### src/rtl/flash_status_reg.sv
module flash_status_reg #(
  parameter logic [7:0] CMD_RD_STATUS = 8'h70,
  parameter logic [7:0] CMD_CLR_STATUS = 8'h50,
  parameter logic [7:0] RESET_WORD = 8'h80
) (
  input  logic        clk,
  input  logic        rst_n,
  input  logic        ce_n,
  input  logic        oe_n,
  input  logic        we,
  input  logic [15:0] wdata,
  input  logic [7:0]  set_i,
  input  logic [7:0]  clr_i,
  output logic [15:0] dq_out,
  output logic [15:0] dq_oe
);

  localparam logic [7:0] LIVE_M = 8'hC4;
  localparam logic [7:0] ERR_M  = 8'h3A;

  logic [7:0] sr, sr_nxt, lat;
  logic       stat_mode, acc_q;

  wire cmd_rd  = we && (wdata[7:0] == CMD_RD_STATUS);
  wire cmd_clr = we && (wdata[7:0] == CMD_CLR_STATUS);
  wire access  = !ce_n && !oe_n;
  wire drive   = acc_q && stat_mode;
  wire busy    = !lat[7];

  always_comb begin
    sr_nxt = ((sr & ~clr_i) | set_i) & LIVE_M;
    sr_nxt = sr_nxt | ((cmd_clr ? 8'h00 : (sr & ERR_M)) | (set_i & ERR_M));
  end

  always_ff @(posedge clk) begin
    if (!rst_n) begin
      sr        <= RESET_WORD;
      stat_mode <= 1'b0;
      acc_q     <= 1'b0;
      lat       <= RESET_WORD;
    end else begin
      sr    <= sr_nxt;
      acc_q <= access;
      if (cmd_rd) stat_mode <= 1'b1;
      if (access && !acc_q) lat <= sr;
    end
  end

  assign dq_oe  = drive ? {8'hFF, 1'b1, busy ? 7'h00 : 7'h7F} : 16'h0000;
  assign dq_out = drive ? {8'h00, lat[7], busy ? 7'h00 : lat[6:0]} : 16'h0000;

  p_ready_set_r3: assert property (@(posedge clk) disable iff (!rst_n)
    set_i[7] |=> sr[7]);

  p_err_sticky_r4: assert property (@(posedge clk) disable iff (!rst_n)
    !cmd_clr |=> ((sr & $past(sr) & ERR_M) == ($past(sr) & ERR_M)));

  p_clear_errs_r5: assert property (@(posedge clk) disable iff (!rst_n)
    (cmd_clr && ((set_i & ERR_M) == 8'h00)) |=> ((sr & ERR_M) == 8'h00));

  p_clear_keeps_live_r5: assert property (@(posedge clk) disable iff (!rst_n)
    (cmd_clr && set_i == 8'h00 && clr_i == 8'h00) |=> (sr == ($past(sr) & LIVE_M)));

  p_latch_hold_r6: assert property (@(posedge clk) disable iff (!rst_n)
    (acc_q && access) |=> $stable(lat));

  p_busy_mask_r8: assert property (@(posedge clk) disable iff (!rst_n)
    (dq_oe[7] && !dq_out[7]) |-> (dq_oe[6:0] == 7'h00));

  p_idle_hiz_r9: assert property (@(posedge clk) disable iff (!rst_n)
    !access |=> (dq_oe == 16'h0000));

  p_reserved_zero_r10: assert property (@(posedge clk) disable iff (!rst_n)
    1'b1 |=> (sr[0] == 1'b0));

endmodule

### config.mk
export PLATFORM = sky130hd
export DESIGN_NAME = flash_status_reg
export DESIGN_NICKNAME = d
export VERILOG_FILES = /design/src/rtl/flash_status_reg.sv
export SDC_FILE = /design/constraint.sdc
export NUM_CORES = 1
export LEC_CHECK = 0
export BUFFER_PORTS_ARGS = -buffer_cell sky130_fd_sc_hd__buf_2
export CAP_MARGIN = 5
export CORE_AREA = 4 4 54 56
export CTS_CLUSTER_SIZE = 24
export DETAILED_ROUTE_END_ITERATION = 7
export DIE_AREA = 0 0 58 60
export PLACE_DENSITY = 0.73
export SLEW_MARGIN = 20
export SYNTH_ARGS = -nofsm -noshare
export SYNTH_HDL_FRONTEND = slang
export SYNTH_SLANG_ARGS = --single-unit
### constraint.sdc
create_clock -name clk -period 1.55 [get_ports clk]
set_input_delay 0.0775 -clock clk [delete_from_list [all_inputs] [get_ports clk]]
set_output_delay 0.0775 -clock clk [all_outputs]
set_load 0.02 [all_outputs]
; ---- Word-level counts from Yosys, hierarchy flattened
; Cells that the tools add are included.
[totals]
reg_bits = 18
output_inout_bits = 32
[classes]
eq_ne = 2
muxes = 5
n_bitwise = 5
reduce_logical = 8
[ops]
columns = cell, count
row1 = $eq A8 B7 Y1 const B, 2
row2 = $mux W16, 1
row3 = $mux W7, 2
row4 = $and A8 B8 Y8, 1
row5 = $mux W8, 1
row6 = $not A8 Y8, 1
row7 = $or A8 B6 Y8, 1
row8 = $or A8 B8 Y8, 1
row9 = $mux W6, 1
row10 = $or A6 B6 Y6, 1
row11 = $logic_and A1 B1 Y1, 5
row12 = $logic_not A1 Y1, 3

; ---- Longest topological paths before layout
; Gate-level depths: netlist (run 1).
[depth]
word_depth = 5
ltp_mapped = 4
ltp_nobuf = 2

; ---- Worst setup path after synthesis (run 1)
; OpenSTA, ideal clock, no wires.
[synth_timing]
path_kind = register -> output
from = register acc_q
to = output dq_out[1]
t_arrival_ps = 1390
t_required_ps = 1472
slack_ps = 83
path_stages_with_launch = 5
cell_sequence = dfxtp_1 -> buf_6 -> and3_1 -> clkbuf_1 -> and2_1
[synth_via]
elab_chain_cells = 2
[synth_lines]
columns = element, line_no
row1 = start: declaration, 22  ; logic stat_mode, acc_q;
row2 = start signal: assignment, 43  ; acc_q <= access;
row3 = $logic_and A1 B1 Y1, 27  ; wire drive = acc_q && stat_mode;
row4 = $mux W8, 50  ; assign dq_out = drive ? {8'h00, lat[7], busy ? 7'h00 : lat[6:0]} : 16'h0000;
row5 = end: declaration, 14  ; output logic [15:0] dq_out,
; Every way passes these cells.

; ---- Final worst setup path (run 1)
[layout_timing]
from = register acc_q
to = output dq_out[4]
; Same word-level chain as after synthesis.

==> impl_metrics.csv, run 1 <==
group,metric,value,unit
worst_setup_path,cp.arrival,1.32,ns
finish,multi_input_area,380.4,um^2
finish,drive_gt1_frac,0.3969,
worst_setup_path,reg2reg_slack,0.41,ns
clocking,numCtsBuffers,3,
yosys,netlist_instances,100,
outcome,status,"complete, no violations",
timing,finalCritPeriodShare,0.9041,
pwr,p_leak,0.0005307,uW
timing,rsz0062_at_grt,"false",
yosys,ys_seq_elements,16,
grt,antenna_found_initial,0,
clocking,cts_sinks,16,
place,dp_hpwl,1.404,mm
timing,finalClockSkew,0.003061,ns
yosys,ys_seq_area_frac,0.3526,
clocking,cts_tree,"built",
worst_setup_path,critPathRequiredTime,1.47,ns
timing,worst_slack,0.1487,ns
finish,instances_no_fill,161,
clocking,cts_max_level,1,
route,top_layer,"met4",
route,viasPerCell,4.559,
yosys,synth_ff_type,"dfxtp_1",
finish,area_delta_synth_final,15.15,%
place,dpl_worst_slack,0.1469,ns
yosys,ys_warn_count,0,
worst_setup_path,path_max_fanout,16,
finish,utilization,0.4300,
place,placed_cell_area,973.4,um^2
worst_setup_path,worst_setup_path_end_kind,"output pin",
hold_path,hold_path.class,"primary input to register",
route,wl_met3,204,um
floorplan,fp.dieH,60,um
worst_setup_path,cp-start-kind,"register",
route,wl_met2,846,um
route,finalWirelength,1.749,mm
place,placed_cells,154,
floorplan,io_pins,69,
floorplan,design.die.area,0.003480,mm^2
yosys,syn_avg_cell_area,9.084,um^2
route,wire_per_inst,10.86,um
timing,period_needed,1.401,ns
route,post-route-drc-count,0,
finish,n_fill_cell,251,
finish,design_area,0.001046,mm^2
place,numPortBuffers,45,
clocking,post-cts-setup-buffers,0,
yosys,yosysTopAreaCell,"dfxtp_1",
yosys,synth_area_leaders,"dfxtp_1 (35%), buf_4 (21%), or4b_1 (7.7%), o31ai_1 (5.8%), and2_1 (5.5%)",
yosys,async_flop_share,0,
clocking,cts-root-buf,"clkbuf_4",
finish,nNetsFinal,169,
route,ant_nets,0,
clocking,clkLatencyLatePin,0.29,ns
timing,report.final.slew_viol_count,0,
yosys,ys_types,23,
clocking,clk_pin_slew,0.08,ns
timing,setup_viol,0,
clocking,clockBufferDepth,2,
grt,overflow,0,
route,drt-pass1-iter-count,4,
grt,grt_pass1_vias,628,
floorplan,die_w,58,um
grt,grt_pass1_wl,2.670,mm
yosys,synth.cell_area,908.4,um^2
pwr,peakVddDrop,0.3306,mV
yosys,synth_edf_count,0,
run,cap_violations,0,
grt,grt_start_max_net_pins,17,
timing,hold_viol,0,
grt,grt.total_usage,0.1026,
route,wl_met1,651,um
timing,fmax,713.6,MHz
floorplan,initial_core_util,0.3735,
pwr,power_density,783.5,mW/mm^2
route,drt_first_iter_violations,4,
yosys,synth_top_area_share,0.3526,
floorplan,core,0.002432,mm^2
worst_setup_path,crit_type,"register to output pin",
timing,tns,0,ns
route,num_vias,734,
place,globalplace.congestion,0.6999,
finish,antennaDiodeCount,0,
floorplan,rows,18,
finish,final-seq-area,321.6,um^2
==> layout make-up <==
type / count / share of cell area
Multi-Input combinational cell: 60 / 0.3636
Inverter: 2 / 0.007177
Timing Repair Buffer: 49 / 0.2512
Sequential cell: 16 / 0.3074
Clock buffer: 4 / 0.03469
Tap cell: 30 / 0.03589
==> repair_timing <==
action,in CTS,in global routing
setup endpoints to repair,14,3
endpoints found under the hold margin,3,0
pin swaps,0,0
hold buffers,3,0
gates resized for setup,2,1
==> worst paths after layout <==
kind | end | start | depth (start not counted)
setup / recovery | dq_out[4] | acc_q | 3
hold / removal | lat[7] | rst_n | 2
setup reg to reg | lat[3] | acc_q | 2
hold reg to reg | lat[6] | lat[6] | 2
==> worst max-delay path: stages (launching register included) <==
cell     delay, ns
dfxtp_2       0.46
and3_4        0.28
and2_1        0.13
buf_2         0.16
==> routing by layer <==
layer / track usage / vias up
li1: - / 383
met1: 0.09804 / 315
met2: 0.1774 / 31
met3: 0.04536 / 5
met4: 0.06954 / 0
met5: 0 / -
==> logic make-up after synthesis <==
logic type | Yosys count | synth area share
other | 1 | 0.004128
buffers and inverters | 32 | 0.2672
AOI/OAI and AO/OA | 25 | 0.1777
DFF | 16 | 0.3526
and+or+nand+nor | 26 | 0.1983
==> where the power goes <==
| group | internal (uW) | switching (uW) | total (uW) |
|---|---|---|---|
| Clock | 143 | 127 | 270 |
| Sequential | 432 | 11.8 | 443 |
| Combinational | 46.7 | 59.1 | 106 |
| Total | 621 | 198 | 820 |
==> cells in the final DEF (no fill, tap or decap) <==
master         count
o21a_1             2
nor2b_1            2
a31oi_1            4
dfxtp_1           15
dlygate4sd3_1      3
nor3_1             1
nor4_1             1
and3_4             1
buf_4              1
nor2_1             4
a21oi_1            6
clkbuf_8           1
and4b_1            1
o31ai_1            7
nand3_1            1
a211o_1            1
clkbuf_4           3
and2_1             8
a32o_1             1
conb_1             9
o21ai_0            4
dfxtp_2            1
buf_2             45
inv_1              2
or4b_1             7
==> cells in the mapped netlist, types with 2 or more instances <==
| master | number |
|---|---|
| a21oi_1 | 6 |
| and2_1 | 8 |
| nor2b_1 | 2 |
| or4b_1 | 7 |
| o31ai_1 | 7 |
| o21a_1 | 2 |
| buf_6 | 2 |
| dfxtp_1 | 16 |
| buf_4 | 26 |
| a31oi_1 | 4 |
| o21ai_0 | 4 |
| nor2_1 | 4 |
| inv_1 | 2 |
==> stage by stage <==
stage | total power (uW) | hold WS (ns)
2_1_floorplan | 535.8 | 0.1761
3_5_place_dp | 552.8 | 0.2828
5_1_grt | 858.0 | 0.06904
3_3_place_gp | 548.2 | 0.2685
4_1_cts | 831.4 | 0.04487
6_report | 819.5 | 0.05694
==> state kept, by name, summed over array words and instances, names as in the netlist <==
name	count
lat	7
sr	7
acc_q	1
stat_mode	1
(Power assumes the default switching activity.)
==> run 2, diff against run 1 <==
--- a/config.mk
+++ b/config.mk
@@ -7,11 +7,14 @@
 export LEC_CHECK = 0
 export BUFFER_PORTS_ARGS = -buffer_cell sky130_fd_sc_hd__buf_2
 export CAP_MARGIN = 5
-export CORE_AREA = 4 4 54 56
+export CELL_PAD_IN_SITES_DETAIL_PLACEMENT = 0
+export CELL_PAD_IN_SITES_GLOBAL_PLACEMENT = 1
+export CORE_AREA = 4 4 62 64
+export CTS_BUF_LIST = sky130_fd_sc_hd__clkbuf_8
 export CTS_CLUSTER_SIZE = 24
 export DETAILED_ROUTE_END_ITERATION = 7
-export DIE_AREA = 0 0 58 60
-export PLACE_DENSITY = 0.73
+export DIE_AREA = 0 0 66 68
+export PLACE_DENSITY = 0.79
 export SLEW_MARGIN = 20
 export SYNTH_ARGS = -nofsm -noshare
 export SYNTH_HDL_FRONTEND = slang
==> run 2 against run 1 <==
Compared with the run above: via count decreased by 0.54%; clock skew decreased by 0.0015 ns; sequential power about the same; setup slack got worse by 0.0088 ns; die area increased by 29%; highest routed layer unchanged; combinational power decreased by 6%; critical path depth unchanged.
==> impl_metrics.csv, run 2 (same netlist as run 1, synthesis figures left out) <==
group,metric,value,unit
clocking,clkLatencyLatePin,0.25,ns
timing,setup_viol,0,
clocking,cts_sinks,16,
finish,nNetsFinal,166,
route,viasPerCell,4.195,
route,finalWirelength,1.892,mm
pwr,power_density,862.4,mW/mm^2
timing,tns,0,ns
clocking,cts_max_level,1,
pwr,p_leak,0.0005274,uW
place,placed_cell_area,993.5,um^2
worst_setup_path,reg2reg_from,"acc_q",
worst_setup_path,path_max_fanout,16,
timing,holdWs,0.01222,ns
route,ant_nets,0,
floorplan,design.die.area,0.004488,mm^2
finish,layout_common_cells,"buf_2 (45), dfxtp_1 (15), conb_1 (9)",
timing,report.final.slew_viol_count,0,
finish,design_area,0.001051,mm^2
grt,grt_pass1_vias,683,
worst_setup_path,worst_setup_path_end_kind,"output pin",
timing,hold_viol,0,
finish,antennaDiodeCount,0,
finish,top_regs,"lat (7), sr (7)",
hold_path,hold_path.class,"primary input to register",
worst_setup_path,cp.depth,3,
route,wire_per_inst,10.87,um
worst_setup_path,crit_end,"dq_out[2]",
worst_setup_path,cp_num_buf_inv,1,
timing,finalClockSkew,0.001545,ns
finish,utilization,0.3200,
pwr,p_seq_frac,0.491,
pwr,clock_power_share,0.399,
clocking,post-cts-setup-buffers,0,
place,dp_hpwl,1.504,mm
place,globalplace.congestion,0.6551,
worst_setup_path,rr_worst_depth,2,
grt,grt_start_max_net_pins,17,
floorplan,die_w,66,um
run,cap_violations,0,
floorplan,io_pins,69,
route,num_vias,730,
timing,fmax,709.2,MHz
grt,overflow,0,
pwr,p_switching,207.2,uW
route,drt-pass1-iter-count,3,
clocking,cts-root-buf,"clkbuf_8",
worst_setup_path,rr_endpoint,"lat[1]",
worst_setup_path,cp-start-kind,"register",
clocking,cts_resized,2,
clocking,clockBufferDepth,2,
finish,n_fill_cell,361,
finish,area_delta_synth_final,15.70,%
worst_setup_path,path_cells,"and3_2, and2_1, buf_2",
route,post-route-drc-count,0,
pwr,p_int,699.2,uW
timing,finalCritPeriodShare,0.9097,
pwr,peakVddDrop,0.4477,mV
worst_setup_path,reg2reg_slack,0.41,ns
floorplan,initial_core_util,0.2766,
timing,period_needed,1.410,ns
worst_setup_path,cp_top_family,"simple AND/OR/NAND/NOR gates",
grt,grt.total_usage,0.09053,
worst_setup_path,crit_type,"register to output pin",
pwr,comb_power_share,0.110,
worst_setup_path,cp-startpoint,"acc_q",
outcome,status,"complete, no violations",
worst_setup_path,critPathRequiredTime,1.47,ns
grt,grt_pass1_wl,3.049,mm
worst_setup_path,cp.arrival,1.33,ns
place,numPortBuffers,45,
floorplan,fp.dieH,68,um
finish,drive_gt1_frac,0.4063,
clocking,cts_tree,"built",
grt,antenna_found_initial,0,
floorplan,core,0.003284,mm^2
pwr,p_sw_frac,0.2286,
finish,final_common_cell,"buf_2",
timing,rsz0062_at_grt,"false",
clocking,numCtsBuffers,3,
worst_setup_path,critical-path-slowest-cell,"dfxtp_2",
clocking,clk_pin_slew,0.06,ns
floorplan,rows,21,
worst_setup_path,max_stage_delay,0.45,ns
clocking,cts_hold_buf,0,
route,drt_first_iter_violations,12,
## run 2: per-stage QoR
step | instances | setup slack (ns) | total power, uW
after global routing | 174 | 0.03456 | 960.8
final | 174 | 0.1399 | 906.4
after global placement | 170 | 0.2073 | 549.4
after CTS | 174 | 0.1223 | 924.3
after floorplan | 108 | 0.08261 | 535.8
after detailed placement | 170 | 0.1537 | 553.4
## run 2: how the worst min path moves through the flow
stage	depth (start not counted)	end	slack [ns]	startpoint
2_1_floorplan	1	sr[7]	0.18	set_i[7]
3_3_place_gp	2	sr[7]	0.27	set_i[7]
3_5_place_dp	2	sr[7]	0.27	set_i[7]
4_1_cts	2	sr[7]	0.007	set_i[7]
5_1_grt	2	sr[7]	0.02	set_i[7]
6_report	2	sr[7]	0.01	set_i[7]
## run 2: routing by layer
layer / part of all wire / vias to the layer above / global-route usage
met5: 0 / - / 0
met4: 0.018 / 0 / 0.05076
met3: 0.11 / 5 / 0.04926
met2: 0.45 / 34 / 0.1427
met1: 0.42 / 311 / 0.09684
li1: - / 380 / -
## run 2: power groups by stage
stage	combinational, uW	clock (uW)	sequential (uW)
6_report	100	361	445
3_3_place_gp	97.1	0	452
5_1_grt	115	398	447
4_1_cts	100	379	445
3_5_place_dp	99.9	0	454
2_1_floorplan	88.6	0	447
## run 2: cell type report
class	count	area, um^2	share of cell area
multi-input combinational	60	376.6	0.3583
sequential	16	321.6	0.3060
timing repair buffer	46	232.7	0.2214
tap	46	57.56	0.05476
clock buffer	4	55.05	0.05238
inverter	2	7.507	0.007143
==> run 3, diff against run 2 <==
--- a/config.mk
+++ b/config.mk
@@ -11,10 +11,11 @@
 export CELL_PAD_IN_SITES_GLOBAL_PLACEMENT = 1
 export CORE_AREA = 4 4 62 64
 export CTS_BUF_LIST = sky130_fd_sc_hd__clkbuf_8
+export CTS_CLUSTER_DIAMETER = 100
 export CTS_CLUSTER_SIZE = 24
 export DETAILED_ROUTE_END_ITERATION = 7
 export DIE_AREA = 0 0 66 68
-export PLACE_DENSITY = 0.79
+export PLACE_DENSITY_LB_ADDON = 0.1
 export SLEW_MARGIN = 20
 export SYNTH_ARGS = -nofsm -noshare
 export SYNTH_HDL_FRONTEND = slang
==> run 3 against run 2 <==
Compared with the run above: sequential power about the same; final area up 0.71%; flip-flop and latch count unchanged; first-iteration DRC count up 130%; largest cell class unchanged; setup slack better by 0.040 ns; via count down 0.27%; combinational power about the same; global-route usage down 0.24 points; clock-buffer cell count unchanged; total power up 0.12%.
==> impl_metrics.csv, run 3 (same netlist as run 1, synthesis figures left out) <==
group,metric,value,unit
outcome,status,"complete, no violations",
grt,grt.total_usage,0.08811,
finish,final_common_cell,"buf_2",
timing,finalCritPeriodShare,0.8838,
worst_setup_path,critical-path-slowest-cell,"dfxtp_2",
timing,period_needed,1.370,ns
finish,top_regs,"lat (7), sr (7)",
floorplan,die_w,66,um
timing,tns,0,ns
route,wire_per_inst,10.70,um
pwr,peakVddDrop,0.3814,mV
clocking,clkLatencyLatePin,0.24,ns
run,cap_violations,0,
route,post-route-drc-count,0,
worst_setup_path,path_cells,"and3_2, buf_4, buf_2",
pwr,p_sw_frac,0.2300,
finish,drive_gt1_frac,0.4109,
route,drt-pass1-iter-count,4,
clocking,post-cts-setup-buffers,0,
route,viasPerCell,4.160,
timing,fmax,730.0,MHz
route,ant_nets,0,
grt,grt_pass1_wl,3.091,mm
worst_setup_path,cp-start-kind,"register",
clocking,cts_tree,"built",
grt,grt_start_max_net_pins,17,
route,num_vias,728,
grt,grt_pass1_vias,678,
worst_setup_path,path_max_fanout,16,
pwr,p_leak,0.0005329,uW
finish,antennaDiodeCount,0,
finish,nNetsFinal,167,
clocking,cts_max_level,1,
pwr,p_switching,208.7,uW
grt,antenna_found_initial,0,
clocking,cts_hold_buf,0,
floorplan,initial_core_util,0.2766,
clocking,cts_sinks,16,
finish,area_delta_synth_final,16.53,%
floorplan,design.die.area,0.004488,mm^2
clocking,numCtsBuffers,3,
place,globalplace.congestion,0.7075,
worst_setup_path,cp.arrival,1.29,ns
place,dp_hpwl,1.505,mm
worst_setup_path,crit_type,"register to output pin",
timing,setup_viol,0,
finish,layout_common_cells,"buf_2 (45), dfxtp_1 (15), conb_1 (9)",
finish,n_fill_cell,358,
pwr,clock_power_share,0.400,
pwr,p_seq_frac,0.490,
pwr,comb_power_share,0.110,
hold_path,hold_path.class,"primary input to register",
grt,overflow,0,
pwr,p_int,698.7,uW
clocking,clk_pin_slew,0.06,ns
worst_setup_path,critPathRequiredTime,1.47,ns
clocking,cts-root-buf,"clkbuf_8",
pwr,power_density,857.3,mW/mm^2
floorplan,io_pins,69,
floorplan,rows,21,
route,finalWirelength,1.873,mm
timing,report.final.slew_viol_count,0,
route,drt_first_iter_violations,27,
timing,finalClockSkew,0.001668,ns
timing,rsz0062_at_grt,"false",
pwr,p_total,907.5,uW
timing,hold_viol,0,
floorplan,fp.dieH,68,um
floorplan,core,0.003284,mm^2
place,numPortBuffers,45,
worst_setup_path,worst_setup_path_end_kind,"output pin",
worst_setup_path,max_stage_delay,0.46,ns
clocking,clockBufferDepth,2,
==> run 3: cell count changes in the layout (fill, tap and decap cells not counted) <==
cell,before,now
buf_4,1,2
==> run 3: repair_timing <==
item	4_1_cts	5_1_grt
setup endpoints to repair	14	2
hold endpoints to repair	0	0
gates resized for setup	1	1
==> run 3: worst max-delay path, delay by kind of cell (launching register included) <==
kind / cells / cell delay (ns)
buffers and inverters: 2 / 0.31
DFF: 1 / 0.46
and+or+nand+nor: 1 / 0.28
==> run 3: power groups by stage <==
stage	Combinational (uW)	Sequential (uW)	Clock, uW
floorplan	88.6	447	0
global placement	99.0	453	0
detailed placement	101	454	0
CTS	101	445	378
global route	114	448	395
finish	99.9	444	363
==> run 3: path summary, 6_finish.rpt <==
kind,startpoint,slack (ns),to,cells after the start
min reg2reg,sr[7],0.46,sr[7],1
min,set_i[7],0.02,sr[7],2
max reg2reg,acc_q,0.42,lat[3],2
max,acc_q,0.18,dq_oe[0],3
==> run 3: cell type report <==
type / count / area (um^2) / area share
Multi-Input combinational cell: 60 / 376.6 / 0.3558
Tap cell: 46 / 57.56 / 0.05437
Clock buffer: 4 / 55.05 / 0.05201
Sequential cell: 16 / 321.6 / 0.3038
Timing Repair Buffer: 47 / 240.2 / 0.2269
Inverter: 2 / 7.507 / 0.007092
==> run 3: metrics by stage <==
step | cells | setup slack, ns | hold slack (ns) | instance area [um^2] | util
3_3_place_gp | 171 | 0.2430 | 0.2645 | 1001 | 0.3048
3_5_place_dp | 171 | 0.2297 | 0.2710 | 1001 | 0.3048
2_1_floorplan | 108 | 0.08261 | 0.1761 | 938.4 | -
5_1_grt | 175 | 0.06235 | 0.01861 | 1059 | 0.3223
6_report | 175 | 0.1801 | 0.01582 | 1059 | 0.3223
4_1_cts | 175 | 0.1045 | 0.01203 | 1057 | 0.3219
==> run 3: layer usage <==
layer	track usage	up-vias	routed length, um
li1	-	377	-
met1	0.1047	314	809
met2	0.1477	35	876
met3	0.02135	2	172
met4	0.04569	0	14
met5	0	-	0
